--- config.mk ---
export PLATFORM = sky130hd
export DESIGN_NAME = fp_status_ctl
export DESIGN_NICKNAME = d
export VERILOG_FILES = /design/src/rtl/fpsu_pkg.sv /design/src/rtl/fpsu_exc_bit.sv /design/src/rtl/fpsu_inv_unit.sv /design/src/rtl/fpsu_rflags_merge.sv /design/src/rtl/fp_status_ctl.sv
export SDC_FILE = /design/constraint.sdc
export NUM_CORES = 1
export LEC_CHECK = 0
export BUFFER_PORTS_ARGS = -buffer_cell sky130_fd_sc_hd__buf_4
export CAP_MARGIN = 5
export CORE_ASPECT_RATIO = 0.5
export CORE_MARGIN = 2
export CORE_UTILIZATION = 39
export CTS_CLUSTER_DIAMETER = 200
export DETAILED_ROUTE_END_ITERATION = 8
export PLACE_DENSITY = 0.86
export SYNTH_ARGS = -nofsm -noshare
export SYNTH_HDL_FRONTEND = slang
export SYNTH_SLANG_ARGS = --single-unit
--- constraint.sdc ---
create_clock -name clk -period 1.1 [get_ports clk]
set_clock_uncertainty 0.15 [all_clocks]
set_input_delay 0.165 -clock clk [delete_from_list [all_inputs] [get_ports clk]]
set_output_delay 0.165 -clock clk [all_outputs]
set_load 0.005 [all_outputs]
--- src/rtl/fpsu_pkg.sv ---
package fpsu_pkg;
  localparam int STAT_W   = 32;
  localparam int INV_N    = 8;
  localparam int RFL_W    = 5;
  localparam int CC_W     = 4;
  localparam int EXC_N    = 4;

  localparam int B_FX     = 31;
  localparam int B_FEX    = 30;
  localparam int B_VX     = 29;
  localparam int B_OX     = 28;
  localparam int B_INV_LO = 17;
  localparam int B_INV_HI = B_INV_LO + INV_N - 1;
  localparam int B_FR     = 16;
  localparam int B_FI     = 15;
  localparam int B_RFL_LO = 10;
  localparam int B_RFL_HI = B_RFL_LO + RFL_W - 1;
  localparam int B_VE     = 8;

  // per-exception status bit and enable bit: overflow, underflow, zero-divide, inexact
  localparam int EXC_POS [EXC_N] = '{28, 27, 26, 25};
  localparam int EN_POS  [EXC_N] = '{7, 6, 5, 4};
endpackage

--- src/rtl/fpsu_exc_bit.sv ---
module fpsu_exc_bit #(
  parameter bit STICKY = 1'b0
) (
  input  logic raise,
  input  logic enable,
  input  logic cur_bit,
  output logic nxt_bit,
  output logic fire
);
  generate
    if (STICKY) begin : g_sticky
      assign nxt_bit = cur_bit | raise;
    end else begin : g_clear
      assign nxt_bit = raise;
    end
  endgenerate

  assign fire = raise & enable;
endmodule

--- src/rtl/fpsu_inv_unit.sv ---
module fpsu_inv_unit #(
  parameter int N = 8
) (
  input  logic [N-1:0] cause,
  input  logic [N-1:0] cur_causes,
  input  logic         cur_vx,
  input  logic         enable,
  output logic [N-1:0] nxt_causes,
  output logic         nxt_vx,
  output logic         any,
  output logic         fire
);
  assign any        = |cause;
  assign nxt_causes = cur_causes | cause;
  assign nxt_vx     = cur_vx | any;
  assign fire       = any & enable;
endmodule

--- src/rtl/fpsu_rflags_merge.sv ---
module fpsu_rflags_merge #(
  parameter int W  = 5,
  parameter int CW = 4
) (
  input  logic [W-1:0] cur,
  input  logic [W-1:0] new_val,
  input  logic         full_we,
  input  logic         cc_we,
  output logic [W-1:0] nxt
);
  always_comb begin
    nxt = cur;
    if (full_we) begin
      nxt = new_val;
    end else if (cc_we) begin
      nxt[CW-1:0] = new_val[CW-1:0];
    end
  end
endmodule

--- src/rtl/fp_status_ctl.sv ---
module fp_status_ctl
  import fpsu_pkg::*;
(
  input  logic              clk,
  input  logic              rst,
  input  logic              wr_en,
  input  logic [STAT_W-1:0] wr_data,
  input  logic              op_valid,
  input  logic [INV_N-1:0]  op_inv_cause,
  input  logic              op_ovf,
  input  logic              op_unf,
  input  logic              op_zdiv,
  input  logic              op_inex,
  input  logic              op_frac_rnd,
  input  logic              op_frac_inx,
  input  logic              op_rflags_we,
  input  logic              op_cc_we,
  input  logic [RFL_W-1:0]  op_rflags,
  input  logic              op_rc,
  output logic [STAT_W-1:0] status_q,
  output logic [CC_W-1:0]   cr1_q,
  output logic              irq_q
);
  logic [EXC_N-1:0]  raise_v;
  logic [EXC_N-1:0]  exc_nxt;
  logic [EXC_N-1:0]  exc_fire;
  logic [INV_N-1:0]  inv_nxt;
  logic              vx_nxt;
  logic              inv_any;
  logic              inv_fire;
  logic [RFL_W-1:0]  rfl_nxt;
  logic              pending;
  logic [STAT_W-1:0] nxt;

  assign raise_v = {op_inex, op_zdiv, op_unf, op_ovf};

  genvar gi;
  generate
    for (gi = 0; gi < EXC_N; gi++) begin : g_exc
      fpsu_exc_bit #(.STICKY(gi == EXC_N - 1)) u_bit (
        .raise   (raise_v[gi]),
        .enable  (status_q[EN_POS[gi]]),
        .cur_bit (status_q[EXC_POS[gi]]),
        .nxt_bit (exc_nxt[gi]),
        .fire    (exc_fire[gi])
      );
    end
  endgenerate

  fpsu_inv_unit #(.N(INV_N)) u_inv (
    .cause      (op_inv_cause),
    .cur_causes (status_q[B_INV_HI:B_INV_LO]),
    .cur_vx     (status_q[B_VX]),
    .enable     (status_q[B_VE]),
    .nxt_causes (inv_nxt),
    .nxt_vx     (vx_nxt),
    .any        (inv_any),
    .fire       (inv_fire)
  );

  fpsu_rflags_merge #(.W(RFL_W), .CW(CC_W)) u_rfl (
    .cur     (status_q[B_RFL_HI:B_RFL_LO]),
    .new_val (op_rflags),
    .full_we (op_rflags_we),
    .cc_we   (op_cc_we),
    .nxt     (rfl_nxt)
  );

  // pending lives only for the operation being folded in this cycle
  assign pending = inv_fire | (|exc_fire);

  always_comb begin
    nxt = status_q;
    nxt[B_INV_HI:B_INV_LO] = inv_nxt;
    nxt[B_VX] = vx_nxt;
    for (int i = 0; i < EXC_N; i++) begin
      nxt[EXC_POS[i]] = exc_nxt[i];
    end
    nxt[B_FX]  = status_q[B_FX] | inv_any | (|raise_v);
    nxt[B_FEX] = status_q[B_FEX] | pending;
    nxt[B_FR]  = op_frac_rnd;
    nxt[B_FI]  = op_frac_inx;
    nxt[B_RFL_HI:B_RFL_LO] = rfl_nxt;
  end

  always_ff @(posedge clk) begin
    if (rst) begin
      status_q <= '0;
      cr1_q    <= '0;
      irq_q    <= 1'b0;
    end else if (wr_en) begin
      status_q <= wr_data;
      irq_q    <= 1'b0;
    end else if (op_valid) begin
      status_q <= nxt;
      irq_q    <= pending;
      if (op_rc) begin
        cr1_q <= {nxt[B_FX], nxt[B_FEX], nxt[B_VX], nxt[B_OX]};
      end
    end else begin
      irq_q <= 1'b0;
    end
  end
endmodule

==> metrics.cfg <==
[synth]
synth_area_leaders = dfxtp_1, mux2i_1, nor2_1
synthFlopType = dfxtp_1
syn_avg_cell_area_um2 = 8.79
synthCells = 193
synthesis.nets = 251
yosys.cell_types.count = 28
synthesis.area_um2 = 1700
async_flop_share = 0
synth_edf_count = 0
synth-seq-area-share = 0.437
synth_top_area_frac = 0.437
synth_area_leader_cell = dfxtp_1
ys_warn_count = 0
yosysMostFrequentCell = nor2_1
ys_ff_latch = 37
synth_common_cells = nor2_1, dfxtp_1, a21oi_1

[cells_and_area]
drive_above_1_share = 0.479
area_growth_pct = 69.2
final_nets = 364
fin_util = 0.710
fill_cells = 260
diodes = 0

[worst_setup_path]
cp-start-kind = flip-flop
crit_fanout = 2
crit_arrival_ns = 1.34
crit_required_ns = 1.12
ff2ff_setup_slack_ns = -0.23
ff2ff_path_depth = 4
setup.worst_path.end_class = flip-flop
worst-setup-path-type = flip-flop to flip-flop

[clock_tree]
root_buffer = clkbuf_8
cts_tree = built
cts_buffers = 5
htree_num_levels = 2
clk_pin_slew_worst_paths_ns = 0.08
ctsLongestPathBuffers = 2
clock_sinks = 37
clock_latency_ns = 0.29

[sta]
setup_viol = 15
rsz0062_at_grt = yes
finalCritPeriodShare = 1.21
finalHoldViolations = 0
layout_setup_ws_ns = -0.229
slew_viol_final = 0
tightest_slew_ns = 0.407
tns_ns = -1.21
fin_crit_ns = 1.33
fmax_mhz = 752
relSlewSlack = 0.726

[die]
start_util = 0.420
design.core.area_um2 = 4040
die_area_um2 = 4930
die_h_um = 50.6
pin_count = 95
num_rows = 16
die_w_um = 97.3

[pwr]
switching_share = 0.270
irDropWorstVdd_v = 0.000691
power_frac_seq = 0.444
switching_power_w = 0.000913
clock_power_share = 0.317
p_int_w = 0.00246
p_leak_nw = 1.35
combPwrFrac = 0.239
powerDensity_nw_per_um2 = 1180
p_total_w = 0.00338

[global_route]
gr-usage-all-layers = 0.246
grt_pass1_wl_mm = 9.55
antenna_found_initial = 0
grt_pass1_vias = 1947
overflow = 0
grt_max_degree = 38

[route]
drt_wl_total_mm = 6.59
routed_via_density = 5.38
antenna_left = 0
wl_per_cell_um = 18.2
drt_pass1_iterations = 6
drc_errors = 0
num_vias = 1941
drt_iter0_drc = 163

[min_path]
hold_depth = 3
worstHoldPathType = input pin to flip-flop

[placement]
gp_congestion = 0.830
dpl.hpwl_mm = 3.52
port_buffers = 94
place_worst_setup_slack_ns = -0.268

[status]
violations = negative setup slack
status = finished with violations

[run]
drv_cap = 0

-- final timing paths --
path | end | startpoint
hold reg to reg | status_q[13] | status_q[13]
setup reg to reg | status_q[31] | status_q[31]
hold / removal | status_q[29] | wr_data[29]
setup / recovery | status_q[31] | status_q[31]
-- sequential cells by signal, summed over array words and instances (netlist names) --
name      count
irq_q         1
cr1_q         4
status_q     32
-- metrics by stage --
stage,cell area (um^2),instances,hold WS [ns]
floorplan,1700,193,0.158
global placement,2380,326,0.245
detailed placement,2380,326,0.252
CTS,2800,360,0.00319
global route,2870,361,0.0102
finish,2870,361,0.00593
-- layer usage --
metal	vias to the layer above	wire length, um	global-route usage
li1	875	-	-
met1	906	2470	0.267
met2	132	3390	0.464
met3	28	447	0.0669
met4	0	282	0.102
met5	-	0	0
-- logic make-up after synthesis --
logic type	count (synthesis)	synth area share
and+or+nand+nor	65	0.182
AOI/OAI and AO/OA	41	0.147
DFF	37	0.437
buffers and inverters	30	0.116
muxes	20	0.118
-- worst max-delay path, cell delays in order (launching register included) --
cell and delay (ns):
dfxtp_2 0.34, nor4_4 0.15, and4b_1 0.29, a211o_1 0.20, a21oi_2 0.07
-- power groups by stage --
stage          clock, W  combinational (W)  sequential, W
4_1_cts         0.00107           0.000738        0.00148
5_1_grt         0.00113           0.000858        0.00151
3_5_place_dp          0           0.000637        0.00151
6_report        0.00107           0.000808        0.00150
2_1_floorplan         0           0.000302        0.00151
3_3_place_gp          0           0.000617        0.00150
-- final cells by class --
class	count	area [um^2]	share of cell area
multi-input cells	126	825	0.287
flip-flops and latches	37	759	0.265
inverters	1	3.75	0.00131
well taps	54	67.6	0.0235
repair buffers	135	1110	0.388
clock inverters	1	5.00	0.00174
clock buffers	7	96.3	0.0336
-- cell usage in the layout (no fill, tap or decap), types with 2 or more instances in the layout --
cell           synthesis  routed
a211oi_1               8       8
a21oi_1               23      20
a21oi_2                1       4
a22oi_2                0       2
buf_4                 18     100
buf_6                  1      10
clkbuf_8               0       7
dfxtp_1               37      22
dfxtp_2                0      15
dlygate4sd3_1          0      25
mux2i_1               20      20
nand2_1                3       2
nor2_1                50      50
nor2b_1                2       2
nor3_1                 3       2
nor4_4                 2       3
-- repair_timing --
item	in CTS	in global routing
endpoints found under the hold margin	25	0
endpoints found under the setup margin	12	23
pin swaps	1	3
gates resized for setup	19	19
setup buffers	1	1
hold buffers	25	0
Note: power is estimated with default switching activity, not from simulation.
